`config.mk`:
```
export PLATFORM = sky130hd
export DESIGN_NAME = dsw_decoder
export DESIGN_NICKNAME = d
export VERILOG_FILES = /design/src/rtl/dsw_pkg.sv /design/src/rtl/dsw_classify.sv /design/src/rtl/dsw_addr_track.sv /design/src/rtl/dsw_write_port.sv /design/src/rtl/dsw_decoder.sv
export SDC_FILE = /design/constraint.sdc
export NUM_CORES = 1
export LEC_CHECK = 0
export BUFFER_PORTS_ARGS = -buffer_cell sky130_fd_sc_hd__buf_4
export CORE_MARGIN = 2
export CORE_UTILIZATION = 51
export DETAILED_ROUTE_END_ITERATION = 10
export GPL_TIMING_DRIVEN = 0
export PLACE_DENSITY = 0.82
export SLEW_MARGIN = 10
export SYNTH_ARGS = -nofsm -noshare
export SYNTH_HDL_FRONTEND = slang
export SYNTH_SLANG_ARGS = --single-unit
```
`constraint.sdc`:
```
create_clock -name clk_i -period 3.9 [get_ports clk_i]
set_input_delay 0.78 -clock clk_i [delete_from_list [all_inputs] [get_ports clk_i]]
set_output_delay 0.78 -clock clk_i [all_outputs]
set_load 0.03 [all_outputs]
```
`src/rtl/dsw_pkg.sv`:
```
package dsw_pkg;
    typedef enum logic [1:0] {
        KIND_IDLE = 2'd0,
        KIND_ADDR = 2'd1,
        KIND_DATA = 2'd2
    } word_kind_e;
endpackage

```
`src/rtl/dsw_classify.sv`:
```
module dsw_classify
    import dsw_pkg::*;
(
    input  logic       rst_i,
    input  logic       exists_i,
    input  logic       ctrl_i,
    output logic       pop_o,
    output word_kind_e kind_o
);
    always_comb begin
        pop_o  = exists_i && !rst_i;
        kind_o = KIND_IDLE;
        if (pop_o) begin
            kind_o = ctrl_i ? KIND_ADDR : KIND_DATA;
        end
    end
endmodule

```
`src/rtl/dsw_addr_track.sv`:
```
module dsw_addr_track
    import dsw_pkg::*;
#(
    parameter int AW = 9
) (
    input  logic          clk_i,
    input  logic          rst_i,
    input  word_kind_e    kind_i,
    input  logic [AW-1:0] load_i,
    output logic [AW-1:0] ptr_o
);
    typedef struct packed {
        logic [AW-1:0] ptr;
    } ptr_state_t;

    ptr_state_t st_d, st_q;

    always_comb begin
        st_d = st_q;
        unique case (kind_i)
            KIND_ADDR: st_d.ptr = load_i;
            KIND_DATA: st_d.ptr = st_q.ptr + 1'b1;
            default:   st_d.ptr = st_q.ptr;
        endcase
    end

    always_ff @(posedge clk_i) begin
        if (rst_i) st_q <= '0;
        else       st_q <= st_d;
    end

    assign ptr_o = st_q.ptr;
endmodule

```
`src/rtl/dsw_write_port.sv`:
```
module dsw_write_port
    import dsw_pkg::*;
#(
    parameter int AW = 9,
    parameter int DW = 32
) (
    input  logic          clk_i,
    input  logic          rst_i,
    input  word_kind_e    kind_i,
    input  logic [AW-1:0] ptr_i,
    input  logic [DW-1:0] data_i,
    output logic          wr_en_o,
    output logic [AW-1:0] wr_addr_o,
    output logic [DW-1:0] wr_data_o
);
    typedef struct packed {
        logic          en;
        logic [AW-1:0] addr;
        logic [DW-1:0] data;
    } wport_state_t;

    wport_state_t st_d, st_q;

    always_comb begin
        st_d    = st_q;
        st_d.en = 1'b0;
        if (kind_i == KIND_DATA) begin
            st_d.en   = 1'b1;
            st_d.addr = ptr_i;
            st_d.data = data_i;
        end
    end

    always_ff @(posedge clk_i) begin
        if (rst_i) st_q <= '0;
        else       st_q <= st_d;
    end

    assign wr_en_o   = st_q.en;
    assign wr_addr_o = st_q.addr;
    assign wr_data_o = st_q.data;
endmodule

```
`src/rtl/dsw_decoder.sv`:
```
module dsw_decoder
    import dsw_pkg::*;
#(
    parameter int AW = 9,
    parameter int DW = 32
) (
    input  logic          clk_i,
    input  logic          rst_i,
    input  logic          exists_i,
    input  logic          ctrl_i,
    input  logic [DW-1:0] data_i,
    output logic          pop_o,
    output logic          wr_en_o,
    output logic [AW-1:0] wr_addr_o,
    output logic [DW-1:0] wr_data_o
);
    word_kind_e    kind;
    logic [AW-1:0] ptr;

    dsw_classify u_classify (
        .rst_i    (rst_i),
        .exists_i (exists_i),
        .ctrl_i   (ctrl_i),
        .pop_o    (pop_o),
        .kind_o   (kind)
    );

    dsw_addr_track #(.AW(AW)) u_addr (
        .clk_i  (clk_i),
        .rst_i  (rst_i),
        .kind_i (kind),
        .load_i (data_i[AW-1:0]),
        .ptr_o  (ptr)
    );

    dsw_write_port #(.AW(AW), .DW(DW)) u_wport (
        .clk_i     (clk_i),
        .rst_i     (rst_i),
        .kind_i    (kind),
        .ptr_i     (ptr),
        .data_i    (data_i),
        .wr_en_o   (wr_en_o),
        .wr_addr_o (wr_addr_o),
        .wr_data_o (wr_data_o)
    );
endmodule

```
After elaboration in Yosys (flattened, before gate mapping)
Index checks and enable logic that the tools add are counted.

Flip-flop bits (word level): 51. Bits in latches: 0. Memory bits (writable): 0. Memory bits (read-only): 0. Input port bits: 36. Output and inout bits: 43. Word-level logic and storage cells: 14. Memories: 0.

Add/subtract/negate cells: 1. Multiply operators: 0. Divide/modulo/power cells: 0. Order comparisons: 0. Equal/unequal tests: 2. Shift-type cells: 0. Mux-type cells: 4. Bitwise logic cells: 0. Reductions and logical operators: 3.

Operators with widths (count): 42-bit two-way mux (1); 9-bit one-hot mux with 2 select lines (1); 9-bit by 1-bit adder with 9-bit output (second input constant) (1); 2-bit two-way mux (2); 2-bit by 1-bit == test with 1-bit output (second input constant) (1); 2-bit == test (second input constant) (1); 2-bit nonzero test (1); 1-bit logical AND (1); 1-bit logical NOT (1).

Depth between registers and ports, before layout
Depth after elaboration: 5. Mapped depth: 6. Mapped depth without buffers: 5.

By module
Synthesis repeated with hierarchy kept, for this count alone.

Cell total of the unflattened synthesis: 260. Area total of the unflattened synthesis: 2542.4 um^2.

By module, submodules not included: dsw_write_port (instances 1, cells each 188, area an instance 1909.3 um^2); dsw_addr_track (instances 1, cells each 69, area an instance 605.6 um^2); dsw_classify (instances 1, cells each 3, area an instance 27.5 um^2).

Worst setup path after synthesis
Ideal clock, no wire load.

Path kind: input port to output port. Start: input port rst_i. End: output port pop_o. Data arrival time: 1262 ps. Setup slack: 1858 ps. Cell stages on the path: 2. Buffers on the path: 1. Cells stage by stage: clkbuf_1 -> and2b_1.

Longest elaborated chain between the ends: 2.

Ends and longest elaborated chain: start: declaration (RTL line dsw_decoder.sv:8) `input logic rst_i,`; 1-bit logical NOT (RTL line dsw_classify.sv:11) `pop_o = exists_i && !rst_i;`; 1-bit logical AND (RTL line dsw_classify.sv:11); end: declaration (RTL line dsw_decoder.sv:12) `output logic pop_o,`.

No other way between the ends.

Final worst setup path
Start: input port exists_i. End: output port pop_o.

Longest elaborated chain between the ends: 1.

Ends and longest elaborated chain: start: declaration (RTL line dsw_decoder.sv:9) `input logic exists_i,`; 1-bit logical AND (RTL line dsw_classify.sv:11).

No other way between the ends.

==> results.ini <==
[global_route]
grt_overflow = 0
grt_usage_pct = 22.87
grt_pass1_wl_mm = 7.810
grt_pass1_vias = 1701
antenna_found_initial = 0
grt_max_degree = 16

[place]
dp.cells = 374
port_buffers = 77
dpl.hpwl_mm = 3.451
gp_congestion = 0.8315
placed_area_mm2 = 0.002626

[sta]
finalHoldViolCount = 0
tns_ns = 0
drv_slew = 0
fmax_mhz = 451.3
tightest_slew_ns = 0.4818
finalCriticalPeriod_ns = 2.216
rsz0062_at_grt = no
clock_skew_ns = 0.006145
finalSetupViolCount = 0
period_share_pct = 56.82
max-slew-margin-rel_pct = 67.88

[power_and_ir_drop]
fin_total_pwr_w = 0.001104
power_density_mw_per_mm2 = 402.2
p_leak_nw = 1.192
peakVddDrop_mv = 0.3077

[critical_path]
critPathRequiredTime_ns = 3.12
crit_path_max_fanout = 10
cp_data_arrival_time_ns = 1.44
worstSetupEndpointType = output pin
start_kind = primary input
crit_type = in2out

[detailed_routing]
dr_wl_met3_um = 404
ant_nets = 0
top_layer_used = met4
first_iter_violations = 108
num_vias = 1930
wirelength_mm = 4.791
dr_wl_met2_mm = 2.294
route.detailed.drc = 0
dr.pass1.iters = 6
routedLengthMet1_mm = 2.025
vias_per_cell = 5.052
wl_per_cell_um = 12.54

[synth]
yosys_warnings = 0
yosysTopAreaCell = dfxtp_1
syn_inst = 249
synthTopCellsByArea = dfxtp_1, nand2_1, a21oi_1
ys_seq_elements = 51
synth_cell_types = 26
synthAdderAreaFrac_pct = 0.6293
synth_compound_area_share_pct = 17.43
netlist_area_mm2 = 0.001988
yosys.area_share.xor_xnor_pct = 0.8811
synth_top_family_by_area = simple AND/OR/NAND/NOR gates
yosys.area_share.simple_pct = 23.98
muxShareOfSynthArea_pct = 0.5035
seq_area_frac_synth_pct = 51.35
synth_top_cell_area_share_pct = 51.35
synthesis.nets = 286
synth_area_per_cell_um2 = 7.985

[outcome]
status = finished clean

[finish]
diodes = 0
syn_to_final_growth_pct = 38.01
nNetsFinal = 370
final_cell_area_mm2 = 0.002744
nFillCells = 331
seq_area_mm2 = 0.001021
utilization_pct = 73.84
fin_cells = 382
multi_input_area_um2 = 863.3
drive_gt1_share_pct = 29.64

[clocking]
postCtsHoldBufs = 0
cts-resized-gates = 0
clock-root-buffer = clkbuf_8
clock_latency_ns = 0.30
postCtsSetupBuffers = 0
h-tree-depth = 2
cts_tree = done
cts_buffer_depth = 2
cts_buffers = 5
clock_sinks = 51
clk_pin_slew_ns = 0.09

[floorplan]
rows = 22
die_x_um = 66.44
core_area_mm2 = 0.003716
die_h_um = 66.44
initial_core_util_pct = 53.50
io_pins = 79
dieArea_mm2 = 0.004414

[job]
maxCapViolCount = 0

[hold_path]
hold_class = reg2reg

==> where the power goes <==
group	switching (W)	internal (W)
Sequential	0.0000158	0.000544
Combinational	0.0000963	0.0000728
Clock	0.000167	0.000208
==> final timing paths <==
kind | cells past startpoint | start | to | slack, ns
max reg2reg | 5 | u_addr.ptr_o[0] | u_addr.ptr_o[6] | 2.30
max | 4 | exists_i | pop_o | 1.68
min reg2reg | 2 | u_wport.wr_data_o[7] | u_wport.wr_data_o[7] | 0.46
min | 2 | u_wport.wr_data_o[7] | u_wport.wr_data_o[7] | 0.46
==> worst max-delay path, cell delays in order <==
cell and delay [ns]:
buf_4 0.13, buf_2 0.17, and2b_1 0.19, buf_4 0.17
==> cell usage after synthesis <==
| cell type | number |
|---|---|
| nor2b_1 | 5 |
| nand3b_1 | 2 |
| a21oi_1 | 44 |
| and2b_1 | 1 |
| buf_2 | 11 |
| xor2_1 | 1 |
| ha_1 | 1 |
| nand2b_4 | 1 |
| a211oi_1 | 2 |
| o2bb2ai_1 | 1 |
| mux2i_1 | 1 |
| a22o_1 | 2 |
| nor2_1 | 8 |
| buf_6 | 2 |
| or3_1 | 1 |
| nand3_1 | 3 |
| a22oi_1 | 3 |
| clkbuf_1 | 7 |
| xnor2_1 | 1 |
| nand2b_1 | 3 |
| o21ai_0 | 5 |
| and4_1 | 1 |
| nand2_1 | 83 |
| and3_1 | 3 |
| dfxtp_1 | 51 |
| a31oi_1 | 6 |
==> stage by stage <==
stage	hold slack, ns	setup slack, ns
CTS	0.4593	1.686
global route	0.4745	1.658
detailed placement	0.4469	1.687
finish	0.4576	1.684
global placement	0.4426	1.693
floorplan	0.4528	1.858
==> routing by layer <==
metal / track usage [%] / vias to the layer above
met2: 36.75 / 74
met4: 7.398 / 0
met1: 30.19 / 857
met5: 0 / -
met3: 5.451 / 8
li1: - / 991
==> flip-flops by register name, summed over array words and instances (netlist names) <==
register,flops
u_wport.wr_addr_o,9
u_wport.wr_en_o,1
u_wport.wr_data_o,32
u_addr.ptr_o,9
==> placed cells by master, fill, tap and decap left out, drive strengths merged <==
| cell type | count |
|---|---|
| buf | 90 |
| nand2 | 83 |
| dfxtp | 51 |
| a21oi | 44 |
| clkbuf | 13 |
| nor2 | 8 |
| a31oi | 6 |
| nor2b | 5 |
| o21ai | 5 |
| nand2b | 4 |
| and3 | 3 |
| nand3 | 3 |
| a22oi | 3 |
| nand3b | 2 |
| a211oi | 2 |
| a22o | 2 |
| and2b | 1 |
| xor2 | 1 |
| or3 | 1 |
| and4 | 1 |
| mux2i | 1 |
| xnor2 | 1 |
| o2bb2ai | 1 |
| ha | 1 |
| bufinv | 1 |
| clkinv | 1 |
==> kinds of logic (layout without fill, tap and decap cells) <==
logic type / after synthesis / count (layout)
AND/OR/NAND/NOR: 111 / 111
XOR/XNOR: 2 / 2
multiplexers: 1 / 1
buffers and inverters: 20 / 105
adder cells (fa/ha/maj): 1 / 1
AO/OA/AOI/OAI: 63 / 63
flip-flops: 51 / 51
==> cell type report <==
cell class              count  area share (%)
clock buffers               6           3.010
multi-input cells         178           31.46
well taps                  48           2.189
clock inverters             2           1.277
repair buffers             77           21.07
plain buffers              20           3.785
flip-flops and latches     51           37.21
No activity file was read; power rests on OpenSTA's default activity.
